===== src/rtl/gamma_interp_pkg.sv =====
package gamma_interp_pkg;

  localparam int NKNEE = 26;
  localparam int CODE_W = 8;

  // Input code of breakpoint i; neighbouring spacings are powers of two.
  function automatic logic [CODE_W-1:0] knee_at(input int i);
    logic [CODE_W-1:0] k;
    case (i)
      0: k = 8'd0;     1: k = 8'd1;     2: k = 8'd3;     3: k = 8'd5;
      4: k = 8'd7;     5: k = 8'd11;    6: k = 8'd15;    7: k = 8'd23;
      8: k = 8'd31;    9: k = 8'd47;   10: k = 8'd63;   11: k = 8'd95;
     12: k = 8'd127;  13: k = 8'd128;  14: k = 8'd160;  15: k = 8'd192;
     16: k = 8'd208;  17: k = 8'd224;  18: k = 8'd232;  19: k = 8'd240;
     20: k = 8'd244;  21: k = 8'd248;  22: k = 8'd250;  23: k = 8'd252;
     24: k = 8'd254;  default: k = 8'd255;
    endcase
    return k;
  endfunction

  // Straight-line default level for breakpoint i, full scale top_lvl.
  function automatic int lin_level(input int i, input int top_lvl);
    return int'(knee_at(i)) * top_lvl / 255;
  endfunction

endpackage


===== src/rtl/gamma_curve_store.sv =====
module gamma_curve_store
  import gamma_interp_pkg::*;
#(
  parameter int OUT_W  = 10,
  parameter int NCURVE = 6
) (
  input  logic                                   clk,
  input  logic                                   rst_n,
  input  logic                                   load_start,
  input  logic [$clog2(NCURVE)-1:0]              load_sel,
  input  logic                                   load_en,
  input  logic [7:0]                             load_byte,
  output logic [NCURVE-1:0][NKNEE-1:0][OUT_W-1:0] curves,
  output logic [NCURVE-1:0]                      curve_ok
);

  localparam int SEL_W  = $clog2(NCURVE);
  localparam int HI_W   = OUT_W - 8;
  localparam int NBYTES = 2 * NKNEE;
  localparam int CNT_W  = $clog2(NBYTES);
  localparam logic [CNT_W-1:0] LAST = CNT_W'(NBYTES - 1);
  localparam int TOP_LVL = (1 << OUT_W) - 1;

  logic                              act_q, act_n;
  logic [CNT_W-1:0]                  cnt_q, cnt_n;
  logic [SEL_W-1:0]                  sel_q, sel_n;
  logic                              bad_q, bad_n;
  logic                              pend_q, pend_n;
  logic [HI_W-1:0]                   hi_q, hi_n;
  logic [OUT_W-1:0]                  prev_q, prev_n;
  logic                              sh_we;
  logic [OUT_W-1:0]                  new_pt;
  logic [CNT_W-2:0]                  pt_idx;
  logic [NKNEE-1:0][OUT_W-1:0]       stage_q;
  logic [NCURVE-1:0][NKNEE-1:0][OUT_W-1:0] cv_q;
  logic [NCURVE-1:0]                 ok_q;

  assign new_pt = {hi_q, load_byte};
  assign pt_idx = cnt_q[CNT_W-1:1];

  always_comb begin
    act_n  = act_q;
    cnt_n  = cnt_q;
    sel_n  = sel_q;
    bad_n  = bad_q;
    hi_n   = hi_q;
    prev_n = prev_q;
    pend_n = 1'b0;
    sh_we  = 1'b0;
    if (load_start && (int'(load_sel) < NCURVE)) begin
      act_n = 1'b1;
      cnt_n = '0;
      sel_n = load_sel;
      bad_n = 1'b0;
    end else if (load_en && act_q) begin
      if (!cnt_q[0]) begin
        hi_n = load_byte[HI_W-1:0];
      end else begin
        sh_we  = 1'b1;
        prev_n = new_pt;
        if ((pt_idx != '0) && (new_pt <= prev_q)) bad_n = 1'b1;
      end
      if (cnt_q == LAST) begin
        act_n  = 1'b0;
        pend_n = 1'b1;
      end else begin
        cnt_n = cnt_q + 1'b1;
      end
    end
  end

  always_ff @(posedge clk or negedge rst_n) begin
    if (!rst_n) begin
      act_q  <= 1'b0;
      cnt_q  <= '0;
      sel_q  <= '0;
      bad_q  <= 1'b0;
      pend_q <= 1'b0;
      hi_q   <= '0;
      prev_q <= '0;
    end else begin
      act_q  <= act_n;
      cnt_q  <= cnt_n;
      sel_q  <= sel_n;
      bad_q  <= bad_n;
      pend_q <= pend_n;
      hi_q   <= hi_n;
      prev_q <= prev_n;
    end
  end

  // Staging buffer: written point by point, needs no reset.
  always_ff @(posedge clk) begin
    if (sh_we) stage_q[pt_idx] <= new_pt;
  end

  always_ff @(posedge clk or negedge rst_n) begin
    if (!rst_n) begin
      for (int c = 0; c < NCURVE; c++) begin
        for (int i = 0; i < NKNEE; i++) begin
          cv_q[c][i] <= OUT_W'(lin_level(i, TOP_LVL));
        end
      end
      ok_q <= '1;
    end else if (pend_q) begin
      ok_q[sel_q] <= !bad_q;
      if (!bad_q) cv_q[sel_q] <= stage_q;
    end
  end

  assign curves   = cv_q;
  assign curve_ok = ok_q;

  p_accept_r6: assert property (@(posedge clk) disable iff (!rst_n)
    (pend_q && !bad_q) |=> (curve_ok[$past(sel_q)] && (curves[$past(sel_q)] == $past(stage_q))));

  p_reject_flag_r7: assert property (@(posedge clk) disable iff (!rst_n)
    (pend_q && bad_q) |=> !curve_ok[$past(sel_q)]);

  p_reject_keep_r7: assert property (@(posedge clk) disable iff (!rst_n)
    (pend_q && bad_q) |=> (curves == $past(curves)));

endmodule


===== src/rtl/gamma_lane.sv =====
module gamma_lane
  import gamma_interp_pkg::*;
#(
  parameter int OUT_W = 10
) (
  input  logic                        clk,
  input  logic                        rst_n,
  input  logic                        cap_en,
  input  logic                        mov_en,
  input  logic [CODE_W-1:0]           code,
  input  logic                        neg,
  input  logic [NKNEE-1:0][OUT_W-1:0] pos_cv,
  input  logic [NKNEE-1:0][OUT_W-1:0] neg_cv,
  output logic [OUT_W-1:0]            level
);

  localparam int OFF_W = 5;
  localparam int SH_W  = 3;
  localparam int SEG_W = $clog2(NKNEE);

  logic [NKNEE-1:0][OUT_W-1:0] cv;
  logic [SEG_W-1:0]            seg;
  logic [CODE_W-1:0]           x0, w, off_w;
  logic [SH_W-1:0]             sh_c;
  logic [OUT_W-1:0]            y0_c, dy_c;
  logic [OUT_W-1:0]            y0_q, dy_q;
  logic [OFF_W-1:0]            off_q;
  logic [SH_W-1:0]             sh_q;
  logic [OUT_W+OFF_W-1:0]      prod;
  logic [OUT_W-1:0]            lvl_n, lvl_q;

  // Stage 1: segment search and operand fetch.
  always_comb begin
    cv  = neg ? neg_cv : pos_cv;
    seg = '0;
    for (int i = 1; i < NKNEE - 1; i++) begin
      if (code >= knee_at(i)) seg = SEG_W'(i);
    end
    x0    = knee_at(int'(seg));
    w     = knee_at(int'(seg) + 1) - x0;
    off_w = code - x0;
    sh_c  = '0;
    for (int s = 0; s <= OFF_W; s++) begin
      if (w == CODE_W'(1 << s)) sh_c = SH_W'(s);
    end
    y0_c = cv[seg];
    dy_c = cv[SEG_W'(seg + 1'b1)] - cv[seg];
  end

  always_ff @(posedge clk or negedge rst_n) begin
    if (!rst_n) begin
      y0_q  <= '0;
      dy_q  <= '0;
      off_q <= '0;
      sh_q  <= '0;
    end else if (cap_en) begin
      y0_q  <= y0_c;
      dy_q  <= dy_c;
      off_q <= off_w[OFF_W-1:0];
      sh_q  <= sh_c;
    end
  end

  // Stage 2: scaled step added to the lower level.
  always_comb begin
    prod  = {{OFF_W{1'b0}}, dy_q} * {{OUT_W{1'b0}}, off_q};
    lvl_n = y0_q + OUT_W'(prod >> sh_q);
  end

  always_ff @(posedge clk or negedge rst_n) begin
    if (!rst_n) lvl_q <= '0;
    else if (mov_en) lvl_q <= lvl_n;
  end

  assign level = lvl_q;

  p_knee_exact_r2: assert property (@(posedge clk) disable iff (!rst_n)
    (mov_en && (off_q == '0)) |=> (level == $past(y0_q)));

  p_in_segment_r3: assert property (@(posedge clk) disable iff (!rst_n)
    mov_en |=> ((level >= $past(y0_q)) &&
                ({1'b0, level} <= ({1'b0, $past(y0_q)} + {1'b0, $past(dy_q)}))));

endmodule


===== src/rtl/gamma_interp.sv =====
module gamma_interp
  import gamma_interp_pkg::*;
#(
  parameter int OUT_W = 10
) (
  input  logic             clk,
  input  logic             rst_n,
  input  logic             load_start,
  input  logic [2:0]       load_sel,
  input  logic             load_en,
  input  logic [7:0]       load_byte,
  output logic [5:0]       curve_ok,
  input  logic             pix_valid,
  output logic             pix_ready,
  input  logic             pix_neg,
  input  logic [7:0]       pix_r,
  input  logic [7:0]       pix_g,
  input  logic [7:0]       pix_b,
  output logic             out_valid,
  input  logic             out_ready,
  output logic [OUT_W-1:0] out_r,
  output logic [OUT_W-1:0] out_g,
  output logic [OUT_W-1:0] out_b
);

  localparam int NCOL   = 3;
  localparam int NCURVE = 2 * NCOL;

  logic rst_s1_q, rst_s2_q;
  logic v1_q, v1_n, v2_q, v2_n;
  logic adv1, adv2, cap_en, mov_en;
  logic [NCURVE-1:0][NKNEE-1:0][OUT_W-1:0] curves;
  logic [NCOL-1:0][CODE_W-1:0] codes;
  logic [NCOL-1:0][OUT_W-1:0]  levels;

  // Reset: asserted asynchronously, released on the clock.
  always_ff @(posedge clk or negedge rst_n) begin
    if (!rst_n) begin
      rst_s1_q <= 1'b0;
      rst_s2_q <= 1'b0;
    end else begin
      rst_s1_q <= 1'b1;
      rst_s2_q <= rst_s1_q;
    end
  end

  gamma_curve_store #(.OUT_W(OUT_W), .NCURVE(NCURVE)) store_i (
    .clk        (clk),
    .rst_n      (rst_s2_q),
    .load_start (load_start),
    .load_sel   (load_sel),
    .load_en    (load_en),
    .load_byte  (load_byte),
    .curves     (curves),
    .curve_ok   (curve_ok)
  );

  always_comb begin
    adv2   = !v2_q || out_ready;
    adv1   = !v1_q || adv2;
    v2_n   = adv2 ? v1_q : v2_q;
    v1_n   = adv1 ? pix_valid : v1_q;
    cap_en = adv1 && pix_valid;
    mov_en = adv2 && v1_q;
  end

  always_ff @(posedge clk or negedge rst_s2_q) begin
    if (!rst_s2_q) begin
      v1_q <= 1'b0;
      v2_q <= 1'b0;
    end else begin
      v1_q <= v1_n;
      v2_q <= v2_n;
    end
  end

  assign codes = {pix_b, pix_g, pix_r};

  for (genvar c = 0; c < NCOL; c++) begin : g_lane
    gamma_lane #(.OUT_W(OUT_W)) lane_i (
      .clk    (clk),
      .rst_n  (rst_s2_q),
      .cap_en (cap_en),
      .mov_en (mov_en),
      .code   (codes[c]),
      .neg    (pix_neg),
      .pos_cv (curves[c]),
      .neg_cv (curves[c + NCOL]),
      .level  (levels[c])
    );
  end

  assign pix_ready = adv1;
  assign out_valid = v2_q;
  assign out_r     = levels[0];
  assign out_g     = levels[1];
  assign out_b     = levels[2];

  p_hold_r9: assert property (@(posedge clk) disable iff (!rst_s2_q)
    (out_valid && !out_ready) |=> (out_valid && $stable(out_r) && $stable(out_g) && $stable(out_b)));

endmodule


===== config.mk =====
export PLATFORM = sky130hd
export DESIGN_NAME = gamma_interp
export DESIGN_NICKNAME = d
export VERILOG_FILES = /design/src/rtl/gamma_interp_pkg.sv /design/src/rtl/gamma_curve_store.sv /design/src/rtl/gamma_lane.sv /design/src/rtl/gamma_interp.sv
export SDC_FILE = /design/constraint.sdc
export NUM_CORES = 2
export LEC_CHECK = 0
export CAP_MARGIN = 20
export CORE_MARGIN = 10
export CORE_UTILIZATION = 35
export CTS_BUF_LIST = sky130_fd_sc_hd__clkbuf_8
export CTS_CLUSTER_SIZE = 14
export DETAILED_ROUTE_END_ITERATION = 6
export RECOVER_POWER = 100
export SYNTH_ARGS = -nofsm -noshare
export SYNTH_HDL_FRONTEND = slang
export SYNTH_HIERARCHICAL = 1
export SYNTH_SLANG_ARGS = --single-unit
export TNS_END_PERCENT = 30

===== constraint.sdc =====
create_clock -name clk -period 65.4 [get_ports clk]
set_clock_uncertainty 0.1 [all_clocks]
set_input_delay 6.54 -clock clk [delete_from_list [all_inputs] [get_ports clk]]
set_output_delay 6.54 -clock clk [all_outputs]
set_load 0.03 [all_outputs]

## Word-level counts from Yosys, hierarchy flattened

Memory sizes are Yosys's and may differ from the RTL's.
Index checks and enable logic that the tools add are counted.

| cells by class | value |
|---|---|
| $mul | 3 |
| mux-type cells | 130 |
| add/sub/neg operators | 19 |
| order comparisons | 84 |
| bitwise gates (word level) | 3 |
| shift-type cells | 3 |
| reduce and logical (&&, ||, !) cells | 26 |
| equal/unequal tests | 17 |

Operators with widths:

| cell | number |
|---|---|
| bitwise mux 1560 bit | 1 |
| two-way mux 260 bit | 4 |
| demux 260 bit (select 3 bit) | 1 |
| two-way mux 5 bit | 66 |
| binary-select mux 10 bit (select 5 bit) | 6 |
| greater-or-equal comparator 8 bit, second input constant | 36 |
| bitwise mux 260 bit | 1 |
| logical NOT 27 bit | 3 |
| two-way mux 10 bit | 7 |
| demux 10 bit (select 5 bit) | 1 |
| greater-or-equal comparator 8 x 3 -> 1 bit, second input constant | 6 |
| greater-or-equal comparator 8 x 4 -> 1 bit, second input constant | 6 |
| greater-or-equal comparator 8 x 5 -> 1 bit, second input constant | 6 |
| greater-or-equal comparator 8 x 6 -> 1 bit, second input constant | 6 |
| greater-or-equal comparator 8 x 7 -> 1 bit, second input constant | 6 |
| multiplier 10 x 5 -> 15 bit | 3 |
| right shift 15 x 3 -> 10 bit | 3 |
| < comparator 5 x 6 -> 1 bit, second input constant | 7 |
| adder 10 bit | 3 |
| subtractor 10 bit | 3 |
| == test 8 x 2 -> 1 bit, second input constant | 3 |
| == test 8 x 3 -> 1 bit, second input constant | 3 |
| == test 8 x 4 -> 1 bit, second input constant | 3 |
| == test 8 x 5 -> 1 bit, second input constant | 3 |
| other kinds (30) | 98 |

| storage, ports and cells | value |
|---|---|
| flip-flop bits (word level) | 1968 |
| word-level logic and storage cells | 500 |
| memory bits (read-only) | 1536 |
| memories | 6 |

Memories:

| memory | depth | bits a word | rd ports | clocked after memory_dff | write ports | RTL line | source |
|---|---|---|---|---|---|---|---|
| (no name shown) | 32 | 8 | 1 | 0 | 0 | gamma_interp_pkg.sv:9 | `case (i)` |
| (no name shown) | 32 | 8 | 1 | 0 | 0 | gamma_interp_pkg.sv:9 |  |
| (no name shown) | 32 | 8 | 1 | 0 | 0 | gamma_interp_pkg.sv:9 |  |
| (no name shown) | 32 | 8 | 1 | 0 | 0 | gamma_interp_pkg.sv:9 |  |
| (no name shown) | 32 | 8 | 1 | 0 | 0 | gamma_interp_pkg.sv:9 |  |
| (no name shown) | 32 | 8 | 1 | 0 | 0 | gamma_interp_pkg.sv:9 |  |

## Logic depth before layout (Yosys ltp)

| logic depth | value |
|---|---|
| depth in word-level cells | 35 |
| depth in mapped cells | 34 |
| gate-level depth less buffers | 29 |

## By module

The synthesis kept the hierarchy.

Modules (own cells, without submodules):

| module | area an instance (um2) | cells an instance | sequential area each (um2) | times used |
|---|---|---|---|---|
| gamma_curve_store | 69018.7 | 3742 | 48504.0 | 1 |
| gamma_lane (g_lane[2].lane_i) | 14256.2 | 1381 | 950.9 | 1 |
| gamma_lane (g_lane[0].lane_i) | 14221.1 | 1393 | 950.9 | 1 |
| gamma_lane (g_lane[1].lane_i) | 14029.7 | 1342 | 950.9 | 1 |
| gamma_interp | 157.7 | 11 | 100.1 | 1 |

## Worst setup path before layout

No wires, ideal clock.

| timing | value |
|---|---|
| path type | input -> output |
| start | input port out_ready |
| end | output port pix_ready |
| slack | 52.021 ns |
| required time | 58.760 ns |
| stages | 1 |
| data arrival time | 6.739 ns |
| buffers on the path | 0 |
| cell sequence | nand3b_4 |

| on the way | value |
|---|---|
| longest elaborated chain between the ends | 2 |

RTL lines:

| what | RTL line | source |
|---|---|---|
| start, declared | gamma_interp.sv:20 | `input logic out_ready,` |
| logical OR 1 bit | gamma_interp.sv:59 | `adv2 = !v2_q \|\| out_ready;` |
| logical OR 1 bit | gamma_interp.sv:60 | `adv1 = !v1_q \|\| adv2;` |
| end, declared | gamma_interp.sv:14 | `output logic pix_ready,` |

No other way between the ends.

## Worst setup path in the final report

| timing | value |
|---|---|
| start | input port pix_neg |
| end | register g_lane[0].lane_i.dy_q[9] |

| on the way | value |
|---|---|
| longest elaborated chain between the ends | 4 |
| elaborated cells between the ends (all ways) | 6 |

RTL lines:

| what | RTL line | source |
|---|---|---|
| start, declared | gamma_interp.sv:15 | `input logic pix_neg,` |
| two-way mux 260 bit (*) | gamma_lane.sv:34 | `cv = neg ? neg_cv : pos_cv;` |
| binary-select mux 10 bit (select 5 bit) | gamma_lane.sv:47 | `dy_c = cv[SEG_W'(seg + 1'b1)] - cv[seg];` |
| two-way mux 10 bit (not written as such) | gamma_lane.sv:47 |  |
| subtractor 10 bit (*) | gamma_lane.sv:47 |  |
| end signal, assigned | gamma_lane.sv:58 | `dy_q <= dy_c;` |
| end, declared | gamma_lane.sv:26 | `logic [OUT_W-1:0] y0_q, dy_q;` |

Mark *: on every way between the ends. The rest lies on a longest branch, timed or not. The select of a mux whose other input is x is not followed.
A chain may end at the register's enable or synchronous reset.

==> flow_summary.yaml <==
placement:
  dp_hpwl_um: 257000
  dpl-instance-area_um2: 117000
  io_buffers: 79
  routabilityCongestion: 0.905
status:
  violations: "DRC, capacitance limit, slew limit"
  status: "complete, but fails checks"
synthesis:
  yosysTopAreaCellShare_pct: 22.0
  synth_ff_type: "dfrtp_1"
  synth.most_common_cell: "mux2_2"
  synth_area_leaders: "dfrtp_1 22%, dfstp_2 17%, mux4_2 16%"
  ys_types: 124
  synth_seq_cells: 1968
  syn_inst: 7869
  yosysTopAreaCell: "dfrtp_1"
  synth_area_um2: 112000
  ys_top_cells_by_count: "1098 x mux2_2, 982 x dfrtp_1, 783 x mux4_2"
  syn-num-nets: 8184
  synth_edf_count: 260
  seq_area_frac_synth_pct: 46.1
  syn_area_per_cell_um2: 14.2
  synth_warnings: 6
  async_reset_ff_share_pct: 86.8
floorplanning:
  die_h_um: 585
  die_w_um: 585
  core-area_um2: 318000
  io_pins: 80
  initial_core_util_pct: 35.1
  num_rows: 207
  die-area_um2: 342000
clock_tree:
  clk_latency_ns: 1.02
  path_clk_slew_ns: 0.06
  ctsHoldBuffers: 0
  cts_resized: 0
  cts_tree: "done"
  cts_root_buffer: "clkbuf_8"
  cts.htree.levels: 5
  numCtsBuffers: 348
  cts_setup_buffers: 0
  clockBufferDepth: 4
  clock-sinks: 1968
worst_setup_path:
  cp-end-kind: "flop"
  crit_type: "input port to flop"
  crit_path_cell_trace: "clkbuf_1 -> clkbuf_1 -> clkbuf_1 -> clkbuf_1 -> mux4_2 -> nand2_1 -> a31oi_1 -> a21boi_0 -> ha_1 -> a21o_1 -> a21o_1 -> a31oi_1 -> o21ai_0 -> and3_1 -> a221oi_1 -> xor2_1 -> mux2_2"
  path_buf_inv: 4
  crit_family: "buffers and inverters"
  arrival_ns: 25.36
  slowest_delay_ns: 5.77
  cp.required_ns: 66.09
  slowest_stage: "clkbuf_1"
  rr_startpoint: "rst_s2_q$_DFF_PN0_"
  critPathMaxFanout: 105
  reg2reg_slack_ns: 43.04
  r2r_cells: 4
  path_common_cell: "clkbuf_1"
  r2r_end: "store_i/curves[51]$_DFFE_PN0P_"
  start_kind: "input port"
pwr:
  power_uw: 4360
  peakVddDrop_mv: 0.0906
  leakage_uw: 0.0520
  power_density_nw_per_um2: 35.6
min_path:
  min_from: "rst_s1_q$_DFF_PN0_"
  hold_path.class: "flop to flop"
  whs_path_depth: 0
  hold_end: "rst_s2_q$_DFF_PN0_"
drt:
  routed_via_density: 5.94
  firstDrtPassIters: 7
  wl_per_cell_um: 30.5
  drc: 4
  drt_iter0_drc: 7091
  wl_um: 379000
  drtAntennaViolNets: 0
  via_count: 73900
grt:
  grt_overflow_total: 0
  grt_max_degree: 176
  track_usage_pct: 21.5
  grt_pass1_wl_um: 547000
  grt_pass1_vias: 75900
  antenna_found_initial: 31
timing:
  period_minus_slack_ns: 24.66
  tns_ns: 0
  max_freq_mhz: 40.5
  rsz0062_at_grt: "no"
  setup_viol: 0
  drv_slew: 4541
  hold_viol: 0
  slew_headroom_pct: -542
  worst_pin_slew_ns: 9.64
  period_share_pct: 37.7
finish:
  syn2layout_area_growth_pct: 9.46
  fillers: 29700
  nets: 8258
  final_area_um2: 122000
  drive_above_1_share_pct: 40.1
run:
  drv_cap: 96
## cell families after synthesis
group,synth area share (%)
other,0.00336
multiplexers,35.3
AND/OR/NAND/NOR,5.33
AO/OA/AOI/OAI,5.28
XOR/XNOR,1.03
flip-flops,46.1
adder cells (fa/ha/maj),3.63
buffers and inverters,3.37
## placed cells by master, fill, tap and decap left out, types with 42 or more instances in the layout
cell and instances:
buf_4 97, edfxtp_1 260, nor2_1 230, mux2i_1 231, dfrtp_1 982, nand2_1 448, a21o_1 51, and2_1 122
inv_1 284, dlygate4sd3_1 52, nand3_1 139, mux2_1 569, a21oi_1 222, clkinv_2 46, clkbuf_8 424, o21ai_0 170
mux4_2 783, ha_1 186, a31oi_1 45, clkbuf_1 99, xnor2_1 76, fa_1 84, xor2_1 42, mux2_2 1091
dfstp_2 726
## flip-flops by register name, indices dropped and copies added (netlist names)
register / count
store_i/stage_q: 260
store_i/bad_q: 1
g_lane.lane_i/sh_q: 9
store_i/hi_q: 2
g_lane.lane_i/dy_q: 30
v1_q: 1
store_i/curve_ok: 6
store_i/sel_q: 3
rst_s2_q: 1
store_i/cnt_q: 6
store_i/pend_q: 1
store_i/curves: 1560
g_lane.lane_i/level: 30
rst_s1_q: 1
store_i/prev_q: 10
g_lane.lane_i/y0_q: 30
out_valid: 1
store_i/act_q: 1
g_lane.lane_i/off_q: 15
## metal layers
metal	global-route usage [%]	share of wire (%)	up-vias
met4	11.4	6.3	20
met5	0	0.033	-
met2	33.6	46	3301
li1	-	-	30200
met1	27.4	39	39400
met3	5.80	9.0	933
## stage by stage
| stage | utilization [%] | instances | setup WS, ns | hold WS (ns) |
|---|---|---|---|---|
| 5_1_grt | 38.5 | 12400 | 38.45 | 0.261 |
| 3_5_place_dp | 36.7 | 11800 | 50.00 | 0.185 |
| 6_report | 38.5 | 12400 | 40.74 | 0.248 |
| 2_1_floorplan | - | 7869 | 15.43 | 0.231 |
| 4_1_cts | 38.9 | 12400 | 50.92 | 0.197 |
| 3_3_place_gp | 36.7 | 11800 | 49.95 | 0.176 |
## cell type report
cell class | count | area [um2] | area share (%)
tap | 4180 | 5230 | 4.28
multi-input combinational | 5189 | 56000 | 45.8
clock inverter | 218 | 1170 | 0.961
sequential | 1968 | 51500 | 42.1
timing repair buffer | 277 | 1940 | 1.59
clock buffer | 424 | 5840 | 4.77
inverter | 159 | 619 | 0.507
antenna | 14 | 35.0 | 0.0287
## how the worst max path moves through the flow
stage / depth (start not counted) / to / slack [ns] / startpoint
6_report: 17 / g_lane[0].lane_i/dy_q[9]$_DFFE_PN0P_ / 40.74 / pix_neg
5_1_grt: 18 / g_lane[0].lane_i/dy_q[9]$_DFFE_PN0P_ / 38.45 / pix_neg
4_1_cts: 3 / pix_ready / 50.92 / out_ready
3_5_place_dp: 24 / g_lane[1].lane_i/dy_q[9]$_DFFE_PN0P_ / 50.00 / pix_g[4]
3_3_place_gp: 24 / g_lane[1].lane_i/dy_q[9]$_DFFE_PN0P_ / 49.95 / pix_g[4]
2_1_floorplan: 0 / g_lane[0].lane_i/dy_q[0]$_DFFE_PN0P_ / 15.43 / rst_s2_q$_DFF_PN0_
## power by group
| part | total [uW] | internal [uW] | switching, uW |
|---|---|---|---|
| Clock | 1160 | 616 | 546 |
| Combinational | 1870 | 816 | 1050 |
| Sequential | 1320 | 1280 | 43.9 |
| Total | 4360 | 2710 | 1640 |
Power figures use the tool's default switching activity.
